==> config.mk <==
export PLATFORM = sky130hd
export DESIGN_NAME = rxq_top
export DESIGN_NICKNAME = d
export VERILOG_FILES = /design/src/rtl/rxq_pkg.sv /design/src/rtl/rxq_store.sv /design/src/rtl/rxq_level.sv /design/src/rtl/rxq_tmo.sv /design/src/rtl/rxq_top.sv
export SDC_FILE = /design/constraint.sdc
export NUM_CORES = 1
export LEC_CHECK = 0
export BUFFER_PORTS_ARGS = -buffer_cell sky130_fd_sc_hd__buf_4
export CORE_UTILIZATION = 35
export CTS_BUF_LIST = sky130_fd_sc_hd__clkbuf_8
export CTS_CLUSTER_SIZE = 24
export DETAILED_ROUTE_END_ITERATION = 7
export PLACE_DENSITY = 0.52
export SETUP_SLACK_MARGIN = 0.02
export SLEW_MARGIN = 5
export SYNTH_ARGS = -nofsm -noshare
export SYNTH_HDL_FRONTEND = slang
export SYNTH_SLANG_ARGS = --single-unit
==> constraint.sdc <==
create_clock -name clk -period 4.75 [get_ports clk]
set_input_delay 1.1875 -clock clk [delete_from_list [all_inputs] [get_ports clk]]
set_output_delay 1.1875 -clock clk [all_outputs]
set_load 0.005 [all_outputs]
==> src/rtl/rxq_pkg.sv <==
package rxq_pkg;

    localparam int BYTE_W = 8;

    typedef logic [BYTE_W-1:0] rxq_byte_t;

    typedef struct packed {
        logic      vld;
        rxq_byte_t data;
    } rxq_wr_t;

    typedef enum logic [1:0] {
        TRG_ONE  = 2'b00,
        TRG_QTR  = 2'b01,
        TRG_HALF = 2'b10,
        TRG_NEAR = 2'b11
    } rxq_trg_e;

    // Threshold in bytes for a select code at a given queue depth.
    function automatic int unsigned trig_bytes(rxq_trg_e sel, int unsigned depth);
        case (sel)
            TRG_ONE:  return 1;
            TRG_QTR:  return depth / 4;
            TRG_HALF: return depth / 2;
            default:  return depth - 2;
        endcase
    endfunction

endpackage

==> src/rtl/rxq_store.sv <==
module rxq_store
    import rxq_pkg::*;
#(
    parameter int DEPTH = 16,
    localparam int AW = (DEPTH > 1) ? $clog2(DEPTH) : 1,
    localparam int CW = $clog2(DEPTH + 1)
) (
    input  logic          clk,
    input  logic          rst,
    input  logic          flush_i,
    input  logic [CW-1:0] cap_i,
    input  rxq_wr_t       wr_i,
    input  logic          rd_i,
    output rxq_byte_t     head_o,
    output logic [CW-1:0] fill_o,
    output logic          drop_o
);

    rxq_byte_t     mem [DEPTH];
    logic [AW-1:0] wp_q, rp_q, wp_nx, rp_nx;
    logic [CW-1:0] fill_q;
    logic          full, do_wr, do_rd;

    always_comb begin
        full   = (fill_q >= cap_i);
        do_wr  = wr_i.vld && !full && !flush_i;
        do_rd  = rd_i && (fill_q != '0) && !flush_i;
        drop_o = wr_i.vld && full && !flush_i;
        wp_nx  = (wp_q == AW'(DEPTH - 1)) ? '0 : wp_q + AW'(1);
        rp_nx  = (rp_q == AW'(DEPTH - 1)) ? '0 : rp_q + AW'(1);
    end

    always_ff @(posedge clk) begin
        if (rst || flush_i) begin
            wp_q   <= '0;
            rp_q   <= '0;
            fill_q <= '0;
        end else begin
            if (do_wr) wp_q <= wp_nx;
            if (do_rd) rp_q <= rp_nx;
            case ({do_wr, do_rd})
                2'b10:   fill_q <= fill_q + CW'(1);
                2'b01:   fill_q <= fill_q - CW'(1);
                default: fill_q <= fill_q;
            endcase
        end
    end

    always_ff @(posedge clk) begin
        if (do_wr) mem[wp_q] <= wr_i.data;
    end

    assign head_o = mem[rp_q];
    assign fill_o = fill_q;

endmodule

==> src/rtl/rxq_level.sv <==
module rxq_level
    import rxq_pkg::*;
#(
    parameter int DEPTH = 16,
    localparam int CW = $clog2(DEPTH + 1)
) (
    input  logic          en_i,
    input  logic [1:0]    sel_i,
    input  logic [CW-1:0] fill_i,
    output logic [CW-1:0] cap_o,
    output logic          hit_o,
    output logic          ready_o
);

    logic [CW-1:0] thr;

    always_comb begin
        if (en_i) begin
            cap_o = CW'(DEPTH);
            thr   = CW'(trig_bytes(rxq_trg_e'(sel_i), DEPTH));
        end else begin
            cap_o = CW'(1);
            thr   = CW'(1);
        end
        hit_o   = (fill_i >= thr);
        ready_o = (fill_i != '0);
    end

endmodule

==> src/rtl/rxq_tmo.sv <==
module rxq_tmo #(
    parameter int TMO_CHARS = 4,
    localparam int TW = $clog2(TMO_CHARS + 1)
) (
    input  logic clk,
    input  logic rst,
    input  logic restart_i,
    input  logic empty_i,
    input  logic tick_i,
    input  logic below_i,
    output logic expired_o
);

    logic [TW-1:0] cnt_q;
    logic          at_lim;

    assign at_lim = (cnt_q == TW'(TMO_CHARS));

    always_ff @(posedge clk) begin
        if (rst || restart_i || empty_i)
            cnt_q <= '0;
        else if (tick_i && !at_lim)
            cnt_q <= cnt_q + TW'(1);
    end

    assign expired_o = at_lim && !empty_i && below_i;

endmodule

==> src/rtl/rxq_top.sv <==
module rxq_top
    import rxq_pkg::*;
#(
    parameter int DEPTH     = 16,
    parameter int TMO_CHARS = 4
) (
    input  logic       clk,
    input  logic       rst,
    input  logic       push_i,
    input  logic [7:0] push_data_i,
    input  logic       stop_mid_i,
    input  logic       pop_i,
    input  logic       fifo_en_i,
    input  logic [1:0] trig_sel_i,
    input  logic       char_tick_i,
    output logic [7:0] rd_data_o,
    output logic       data_ready_o,
    output logic       trig_hit_o,
    output logic       timeout_o,
    output logic       overrun_o
);

    localparam int CW = $clog2(DEPTH + 1);

    rxq_wr_t       wr_w;
    rxq_byte_t     head_w;
    logic [CW-1:0] fill_w, cap_w;
    logic          flush_w, drop_w, hit_w, ready_w, tmo_w;
    logic          en_q, ovr_q;

    assign wr_w    = '{vld: push_i, data: push_data_i};
    assign flush_w = (fifo_en_i != en_q);

    rxq_store #(.DEPTH(DEPTH)) store_i (
        .clk     (clk),
        .rst     (rst),
        .flush_i (flush_w),
        .cap_i   (cap_w),
        .wr_i    (wr_w),
        .rd_i    (pop_i),
        .head_o  (head_w),
        .fill_o  (fill_w),
        .drop_o  (drop_w)
    );

    rxq_level #(.DEPTH(DEPTH)) level_i (
        .en_i    (fifo_en_i),
        .sel_i   (trig_sel_i),
        .fill_i  (fill_w),
        .cap_o   (cap_w),
        .hit_o   (hit_w),
        .ready_o (ready_w)
    );

    rxq_tmo #(.TMO_CHARS(TMO_CHARS)) tmo_i (
        .clk       (clk),
        .rst       (rst),
        .restart_i (stop_mid_i | pop_i),
        .empty_i   (!ready_w),
        .tick_i    (char_tick_i),
        .below_i   (!hit_w),
        .expired_o (tmo_w)
    );

    always_ff @(posedge clk) begin
        if (rst) begin
            en_q  <= 1'b0;
            ovr_q <= 1'b0;
        end else begin
            en_q <= fifo_en_i;
            if (drop_w)
                ovr_q <= 1'b1;
            else if (pop_i)
                ovr_q <= 1'b0;
        end
    end

    assign rd_data_o    = head_w;
    assign data_ready_o = ready_w;
    assign trig_hit_o   = hit_w;
    assign timeout_o    = tmo_w;
    assign overrun_o    = ovr_q;

endmodule

==> impl_metrics.ini <==
[outcome]
status = finished clean

[worst_setup_path]
r2r-start = store_i.fill_o[0]
arrival_ns = 2.73
cp_max_fo = 3
slowest_stage = a211o_1
critPathCaptureType = output pin
cp-start-kind = primary input
crit_buf_inv = 2
critical_path_class = primary input to output pin
cp.required_ns = 3.56
path_cells = buf_4 -> o21ai_0 -> ha_1 -> nand2b_1 -> a21o_1 -> a21o_1 -> a211o_1 -> nor2_1 -> buf_4
cp-startpoint = trig_sel_i[1]
cpPeakStageDelay_ns = 0.32
critical-path-top-delay-family = compound AO/OA/AOI/OAI gates

[global_routing]
grtUsageMet3_pct = 3.45
antenna_found_initial = 0
grt_pass1_vias = 3244
grt_max_degree = 33
use_met1_pct = 20.4
grt_use_met2_pct = 24.2
grt_overflow_total = 0
grt_usage_pct = 15.3
grt_first_pass_wirelength_um = 19600
gr-max-usage-layer = met2

[logic_synthesis]
synthCells = 343
synth_xor_area_share_pct = 1.27
yosysTopAreaCellShare_pct = 62.1
ys_types = 42
yosysSeqAreaShare_pct = 69.2
synthMuxAreaShare_pct = 14.9
synth-seq-cells = 150
yosys-top-cells-area = edfxtp_1 62%, mux4_2 15%, dfxtp_1 7.1%
synth_fp_nets = 376
synth_top_cell_by_area = edfxtp_1
synth_compound_area_share_pct = 2.87
synthSimpleGateAreaFrac_pct = 6.89
ys_warn_count = 0
syn_area_per_cell_um2 = 18.1
syn_area_um2 = 6190
synthAdderAreaFrac_pct = 3.23
synth_top_family_by_area = multiplexers

[routing]
post-route-drc-count = 0
avgRoutedWirePerCell_um = 20.7
ant_nets = 0
num_vias = 3118
first_pass_iters = 4
vias_per_cell = 5.03
drt_iter0_markers = 241
wirelength_um = 12800

[layout]
n_antenna_cell = 0
final_util_pct = 40.6
syn2layout_area_growth_pct = 13.5
final_cells = 620
stdcell_area_um2 = 7030
drive_above_1_share_pct = 28.6
final_nets = 415

[die]
num_rows = 48
core_um2 = 17300
pin_count = 29
dieHeight_um = 135
initial_utilization_pct = 35.8
fp.dieW_um = 135
die-area_um2 = 18200

[cts]
post_cts_buffers = 0
clockRootBuffer = clkbuf_8
cts_tree = built
clk-insertion-delay-late_ns = 0.46
ctsLongestPathBuffers = 2
cts_htree_levels = 4
cts-resized-gates = 0
clk_pin_slew_ns = 0.07
cts_hold_buf = 0
numCtsBuffers = 17
cts_sinks = 150

[pwr]
power_frac_seq_pct = 58.9
power_frac_clock_pct = 37.3
ir_drop_uv = 207
p_per_area_nw_per_um2 = 347
cellLeakagePower_nw = 2.29
power_switching_share_pct = 22.5
switching_power_mw = 0.548
pwr-share-comb_pct = 3.9
power.internal_mw = 1.89
total_power_mw = 2.44

[worst_hold_path]
min_from = overrun_o
hold_path.class = register to register

[sta]
slew_viol_final = 0
period_share_pct = 82.4
fin_crit_ns = 3.91
tightest_slew_ns = 0.707
fmax_mhz = 256
fin_setup_tns_ns = 0
final_hold_viol_count = 0
slew_headroom_pct = 52.4
setup_viol_count_final = 0
finClkSkew_ns = 0.0226
finalWorstSetupSlack_ns = 0.837
rsz0062_at_grt = no
timing.hold.ws_ns = 0.476

[placed_design]
dp_cells = 588
gp_congestion = 0.713
place_hpwl_um = 8080
dpl-instance-area_um2 = 6660
io_buffer_count = 28
post-place-ws_ns = 0.365

[run]
drv_cap = 0
## area by class of cell
cell class	instances	area, um^2
clock inverters	15	129
well taps	225	282
clock buffers	17	234
inverters	8	30.0
flip-flops and latches	150	4290
fillers	1595	10300
repair buffers	35	263
multi-input cells	170	1800
## cells by family after synthesis
family / after synthesis
AOI/OAI and AO/OA: 29
xor gates and xnor gates: 9
adders and majority gates: 16
buffers and inverters: 23
DFF: 150
muxes: 42
and+or+nand+nor: 74
## tightest hold or removal path, delay by kind of cell (launching register included)
family | cells | cell delay [ns]
AO/OA/AOI/OAI | 1 | 0.06
flip-flops | 1 | 0.32
AND/OR/NAND/NOR | 1 | 0.06
## metal layers
metal / wire length [um] / vias up / part of all wire [%]
met3: 564 / 12 / 4.4
li1: - / 1435 / -
met4: 218 / 0 / 1.7
met5: 0 / - / 0
met1: 5810 / 1600 / 45
met2: 6210 / 71 / 48
## final timing paths
check                      end  cells after the start  slack, ns
max                  timeout_o                      9       0.84
max reg2reg  store_i.fill_o[4]                     12       1.22
min reg2reg          overrun_o                      2       0.48
min                  overrun_o                      2       0.48
## flip-flops by register name (all words and copies together), names as in the netlist, named ones only
signal          flops
tmo_i.cnt_q         3
store_i.rp_q        4
store_i.fill_o      5
store_i.mem       128
store_i.wp_q        4
overrun_o           1
en_q                1
## synthesized netlist by cell type, drive strengths merged
cell type	count
edfxtp	128
mux4	40
dfxtp	22
nor2	17
ha	16
a21oi	14
nand2	10
nand3	9
and2	8
buf	8
inv	8
clkbuf	7
and3	5
nor3	5
o21ai	5
xnor2	5
nand2b	4
or3	4
xor2	4
a211o	2
a21boi	2
a21o	2
a31oi	2
mux2i	2
nand3b	2
nor4	2
or2	2
and3b	1
and4b	1
nor2b	1
nor3b	1
nor4b	1
o21bai	1
o41a	1
or3b	1
## power groups by stage
stage / registers [mW] / clock network [mW] / logic [mW]
after floorplan: 1.46 / 0 / 0.0485
after global routing: 1.43 / 0.980 / 0.104
after CTS: 1.43 / 0.933 / 0.0963
after detailed placement: 1.46 / 0 / 0.0962
after global placement: 1.46 / 0 / 0.0938
final: 1.43 / 0.907 / 0.0938
## cell usage in the layout (no fill, tap or decap), drive strengths merged, types with 2 or more instances in the layout
cell type	count
and3	5
edfxtp	128
a31oi	2
xor2	4
mux2i	2
buf	35
o21ai	5
ha	16
nand2b	4
a21oi	14
a211o	2
nand3b	2
nor4	2
inv	12
clkinv	6
nand2	10
a21o	2
a21boi	2
clkinvlp	4
nor2	17
or3	4
nor3	5
xnor2	5
or2	2
mux4	40
clkbuf	17
and2	8
nand3	9
dfxtp	22
Power figures use the tool's default switching activity.
